$ cat src/rtl/apb_regbank_target.sv
module apb_regbank_target #(
  parameter int ADDR_W = 32,
  parameter int DATA_W = 32,
  parameter int NREG = 16,
  parameter int WAIT_CYC = 3,
  parameter logic [ADDR_W-1:0] WIN_BASE = 32'h0000_1000,
  parameter logic [ADDR_W-1:0] WIN_MASK = 32'hFFFF_F000
) (
  input  logic                   clk,
  input  logic                   rst_n,
  input  logic                   sel_i,
  input  logic                   enable_i,
  input  logic [ADDR_W-1:0]      addr_i,
  input  logic                   write_i,
  input  logic [DATA_W-1:0]      wdata_i,
  output logic [DATA_W-1:0]      rdata_o,
  output logic                   ready_o,
  output logic                   err_o,
  output logic [NREG*DATA_W-1:0] reg_bank_o,
  output logic                   reg_wr_en_o,
  output logic [3:0]             reg_wr_idx_o
);
  localparam int ALIGN = $clog2(DATA_W / 8);
  localparam int IDX_W = $clog2(NREG);
  localparam int CNT_W = (WAIT_CYC > 0) ? $clog2(WAIT_CYC + 1) : 1;
  localparam logic [CNT_W-1:0] CNT_MAX = CNT_W'(WAIT_CYC);
  localparam logic [ADDR_W-1:0] NREG_A = ADDR_W'(NREG);

  logic [DATA_W-1:0] regs [NREG];
  logic [CNT_W-1:0]  cnt;
  logic [ADDR_W-1:0] word_off;
  logic [IDX_W-1:0]  idx;
  logic              hit, in_access, bad_idx, bad_data, fault, wr_ok;

  assign hit       = sel_i && ((addr_i & WIN_MASK) == WIN_BASE);
  assign word_off  = (addr_i & ~WIN_MASK) >> ALIGN;
  assign idx       = word_off[IDX_W-1:0];
  assign bad_idx   = word_off >= NREG_A;
  assign bad_data  = write_i && (wdata_i == {DATA_W{1'b1}});
  assign in_access = hit && enable_i;
  assign ready_o   = in_access && (cnt == CNT_MAX);
  assign fault     = bad_idx || bad_data;
  assign err_o     = ready_o && fault;
  assign wr_ok     = ready_o && write_i && !fault;

  assign rdata_o      = (hit && !bad_idx) ? regs[idx] : '0;
  assign reg_wr_en_o  = wr_ok;
  assign reg_wr_idx_o = 4'(idx);

  always_ff @(posedge clk or negedge rst_n) begin
    if (!rst_n)
      cnt <= '0;
    else if (!in_access || ready_o)
      cnt <= '0;
    else
      cnt <= cnt + 1'b1;
  end

  for (genvar g = 0; g < NREG; g++) begin : g_reg
    always_ff @(posedge clk or negedge rst_n) begin
      if (!rst_n)
        regs[g] <= '0;
      else if (wr_ok && (idx == IDX_W'(g)))
        regs[g] <= wdata_i;
    end
    assign reg_bank_o[g*DATA_W +: DATA_W] = regs[g];
  end

  AST_QUIET_OUTSIDE: assert property (@(posedge clk) disable iff (!rst_n)
    !hit |-> (rdata_o == '0 && !ready_o && !err_o && !reg_wr_en_o));
  AST_ERR_WITH_READY: assert property (@(posedge clk) disable iff (!rst_n)
    err_o |-> ready_o);
  AST_NO_STROBE_ON_ERR: assert property (@(posedge clk) disable iff (!rst_n)
    err_o |-> !reg_wr_en_o);
  AST_READY_NEEDS_ENABLE: assert property (@(posedge clk) disable iff (!rst_n)
    ready_o |-> (sel_i && enable_i));
  AST_WRITE_LANDS: assert property (@(posedge clk) disable iff (!rst_n)
    reg_wr_en_o |=> (regs[$past(idx)] == $past(wdata_i)));
  AST_BAD_IDX_ZERO: assert property (@(posedge clk) disable iff (!rst_n)
    (hit && bad_idx) |-> (rdata_o == '0));
endmodule

$ cat config.mk
export PLATFORM = sky130hd
export DESIGN_NAME = apb_regbank_target
export DESIGN_NICKNAME = d
export VERILOG_FILES = /design/src/rtl/apb_regbank_target.sv
export SDC_FILE = /design/constraint.sdc
export NUM_CORES = 1
export LEC_CHECK = 0
export CORE_AREA = 2 2 242 244
export CTS_CLUSTER_SIZE = 40
export DETAILED_ROUTE_END_ITERATION = 8
export DIE_AREA = 0 0 244 246
export PLACE_DENSITY = 0.78
export SETUP_SLACK_MARGIN = 0.3
export SLEW_MARGIN = 40
export SYNTH_ARGS = -nofsm -noshare
export SYNTH_HDL_FRONTEND = slang
export SYNTH_SLANG_ARGS = --single-unit
$ cat constraint.sdc
create_clock -name clk -period 4.3 [get_ports clk]
set_input_delay 1.075 -clock clk [delete_from_list [all_inputs] [get_ports clk]]
set_output_delay 1.075 -clock clk [all_outputs]
set_load 0.05 [all_outputs]
Yosys cells after proc, flatten, opt, wreduce, memory -nomap -nowiden
Cells that the tools add are included.

storage, ports and cells
  register bits = 514
  output and inout bits = 551

operators by class
  $add $sub $neg = 1
  order comparisons = 2
  equality and inequality tests = 18
  multiplexer cells = 5
  bitwise operators = 1
  reductions and logical operators = 30

operator list
  operator                                               number
  binary-select mux 32 bit (select 4 bit)                1
  two-way mux 32 bit                                     3
  == test 32 bit (second input constant)                 1
  == test 4 bit (second input constant)                  8
  logical AND 1 bit                                      24
  == test 20 x 1 -> 1 bit (second input constant)        1
  == test 4 x 3 -> 1 bit (second input constant)         4
  >= comparator 10 x 5 -> 1 bit (second input constant)  1
  == test 4 x 2 -> 1 bit (second input constant)         2
  >= comparator 5 bit (second input constant)            1
  NOT 4 -> 5 bit                                         1
  == test 4 x 1 -> 1 bit (second input constant)         1
  zero test 4 bit                                        1
  zero test 1 bit                                        3
  adder 2 x 1 -> 2 bit (second input constant)           1
  == test 2 bit (second input constant)                  1
  logical OR 1 bit                                       2
  two-way mux 2 bit                                      1

Logic depth before layout (Yosys ltp)
  word-level depth = 7
  gate-level depth with buffers = 8
  depth with buffers taken out = 6

Worst setup path before layout
Ideal clock, no wire load.

  path type = input to output
  from = input port addr_i[13]
  to = output port err_o
  arrival time = 3585 ps
  required time = 3225 ps
  slack = -360 ps
  cell stages on the path = 4
  buffers on the path = 0
  cells stage by stage = nor4b_1 -> nand4_1 -> nor3_1 -> nor2b_1

between the ends
  word-level cells in the longest chain between the ends = 5

ends and longest elaborated chain
  item                     line  RTL
  start, declared          13    input logic [ADDR_W-1:0] addr_i,
  == test 20 x 1 -> 1 bit  35    assign hit = sel_i && ((addr_i & WIN_MASK) == WIN_BASE);
  logical AND 1 bit        35
  logical AND 1 bit        40    assign in_access = hit && enable_i;
  logical AND 1 bit        41    assign ready_o = in_access && (cnt == CNT_MAX);
  named net ready_o        17    output logic ready_o,
  logical AND 1 bit        43    assign err_o = ready_o && fault;
  end, declared            18    output logic err_o,

The timed path passes the listed nets, and every way through them passes these cells.

Final worst setup path
  from = input port addr_i[23]
  to = output port err_o

between the ends
  word-level cells in the longest chain between the ends = 5

ends and longest elaborated chain
  item                     line
  == test 20 x 1 -> 1 bit  35
  logical AND 1 bit        35
  logical AND 1 bit        40
  logical AND 1 bit        41
  logical AND 1 bit        43

Every way passes these cells.

==> impl_metrics.ini <==
[status]
status = finished, final reports clean

[timing]
finalClockSkew_ps = 28.4
setup_violations = 0
fin_crit_ps = 4040
relSlewSlack_pct = 41.5
rsz0062_at_grt = false
tightestPinTransition_ps = 875
max_freq_mhz = 247
worst_slack_ps = 255
finalHoldViolCount = 0
slew_viol_final = 0
timing.final.crit_share_pct = 94.1

[synthesis]
synthMuxAreaShare_pct = 39.8
ys_top_cells_by_area = dfrtp_1 (55%), mux4_2 (15%), mux2_1 (15%), mux2_2 (10%), clkbuf_1 (1.1%)
synth_enable_flop_cells = 0
seq_area_frac_synth_pct = 54.7
synth_top_cell_by_area = dfrtp_1
yosysUniqueCellTypes = 25
yosys.area_share.simple_pct = 2.94
synth_nets = 1496
synth_top_family_by_area = multiplexers
synthArstFlopShare_pct = 100
syn-instance-count = 1426
synth_commonest_cells = dfrtp_1 (514), mux2_1 (304), mux2_2 (208)
synth_area_mm2 = 0.0235
synth_seq_cells = 514
synthFlopType = dfrtp_1
yosys_warnings = 0
yosysMostFrequentCell = dfrtp_1
synth_fa_ha_area_share_pct = 0.0532
synth_compound_area_share_pct = 0
netlist.area_leader.share_pct = 54.7
synth_xor_area_share_pct = 0
avgSynthCellArea_um2 = 16.5

[final_layout]
syn_to_final_growth_pct = 46.1
drive_gt1_share_pct = 32.8
fillers = 4248
final_nets = 2176

[grt]
grtUsageMet1_pct = 36.4
grt_pass1_vias = 17900
grt_max_degree = 107
top_usage_layer = met2
grt_first_pass_wirelength_um = 125000
antenna_found_initial = 4
grt_util_all_layers_pct = 28.6
grt_use_met3_pct = 7.29
met2_usage_pct = 47.4
overflow = 0

[route]
wl_per_cell_um = 30.3
dr.pass1.iters = 5
wl_um = 88100
drtAntennaViolNets = 0
drt_iter0_drc = 1221
num_vias = 17100
route.detailed.drc = 0
routed_via_density = 5.87

[critical_path]
worst_setup_path_end_kind = output pin
r2r_setup_slack_ps = 1570
critPathLaunchType = primary input
r2r_cells = 9
worstSetupPathType = primary input to output pin
arrival_ps = 2970
path_max_fanout = 3
reg2reg_from = cnt[0]
required_ps = 3220
r2r_end = reg_bank_o[503]

[pwr]
clkPwrFrac_pct = 46.1
power.internal_mw = 7.68
net-switching-power_mw = 2.26
p_comb_share_pct = 5.2
seq_power_share_pct = 48.7
p_sw_share_pct = 22.7
power_mw = 9.94
power_leakage_nw = 15.8
power.density_mw_per_mm2 = 289
irDropWorstVdd_uv = 303

[clock_tree]
postCtsHoldBufs = 0
clkTransAtPathRegs_ps = 60
clk_latency_ps = 610
htree_levels = 2
cts-root-buf = clkbuf_16
cts_tree = yes
clock_path_buffers = 3
numClockSinks = 514
cts_made_buffers = 53

[run]
drv_cap = 0

[placed_design]
dp_slack_ps = -263
port_buffers = 617
gp_congestion = 0.883
dp_hpwl_um = 60600

[floorplan]
ios = 620
rows = 88
fp.coreArea_mm2 = 0.0574
die_x_um = 244
die_area_mm2 = 0.0600
die_h_um = 246
start_util_pct = 41.0

[hold_path]
hp-class = primary input to asynchronous set/reset pin
[cells in the final DEF (no fill, tap or decap), types with 9 or more instances in the layout]
cell,synthesis,routed
mux2_1,304,304
clkbuf_1,69,15
and3_4,0,33
mux2_2,208,208
nand4_1,24,24
nor3_4,0,11
dlygate4sd2_1,0,18
clkinv_2,0,9
mux4_2,160,160
dfrtp_1,514,514
buf_4,5,78
clkdlybuf4s50_1,0,539
clkbuf_16,0,59
buf_12,0,83
clkbuf_8,0,10
[worst max-delay path by stage]
stage                     start     endpoint  cells after the start
detailed placement  wdata_i[14]  reg_wr_en_o                      9
global placement    wdata_i[14]  reg_wr_en_o                      9
global route         addr_i[23]        err_o                      8
finish               addr_i[23]        err_o                      8
CTS                  addr_i[13]  rdata_o[11]                      7
floorplan               write_i  reg_wr_en_o                      7
[cells by family after synthesis]
kind of cell             count (synthesis)
buffers and inverters                  133
adder cells (fa/ha/maj)                  1
AND/OR/NAND/NOR                        106
multiplexers                           672
flip-flops                             514
[power by group through the flow]
stage	clock [mW]	sequential [mW]	combinational, mW
2_1_floorplan	0	4.93	0.180
5_1_grt	4.85	4.83	0.561
3_5_place_dp	0	4.93	0.496
6_report	4.58	4.84	0.521
3_3_place_gp	0	4.93	0.487
4_1_cts	4.64	4.84	0.517
[final cells by class]
type / count / area (um2) / share of cell area [%]
Sequential cell: 514 / 12900 / 37.4
Multi-Input combinational cell: 779 / 10400 / 30.3
Timing Repair Buffer: 758 / 8400 / 24.5
Clock buffer: 79 / 1550 / 4.50
Tap cell: 765 / 957 / 2.79
Clock inverter: 15 / 168 / 0.488
Antenna cell: 1 / 2.50 / 0.00728
[sequential cells by signal, summed over array words and instances (netlist names)]
name	flops
reg_bank_o	512
cnt	2
[through the flow]
step	hold slack (ps)	cells	area [um2]	utilization (%)	setup TNS, ps
final	338	2911	34400	59.9	0
after global routing	323	2911	34400	59.9	0
after CTS	452	2899	34100	59.5	0
after detailed placement	445	2795	32200	56.0	-482
after global placement	426	2794	32100	56.0	-4190
after floorplan	417	1426	23700	-	0
[routing by layer]
metal	vias up	part of all wire (%)
li1	6796	-
met1	9207	38
met2	876	49
met3	196	9.0
met4	6	4.2
met5	-	0.047
[worst max-delay path, stage by stage]
cell and delay, ps:
clkdlybuf4s50_1 450, nor4b_2 310, nand4_1 240, buf_4 210
nor3_2 140, buf_4 180, nor2b_4 210, buf_12 150
[repair_timing]
| action | 4_1_cts | 5_1_grt |
|---|---|---|
| pin swaps | 11 | 10 |
| setup buffers | 7 | 5 |
| endpoints found under the setup margin | 34 | 34 |
| resized for setup | 81 | 18 |
| gates cloned | 3 | 5 |
No activity file was read; power rests on OpenSTA's default activity.
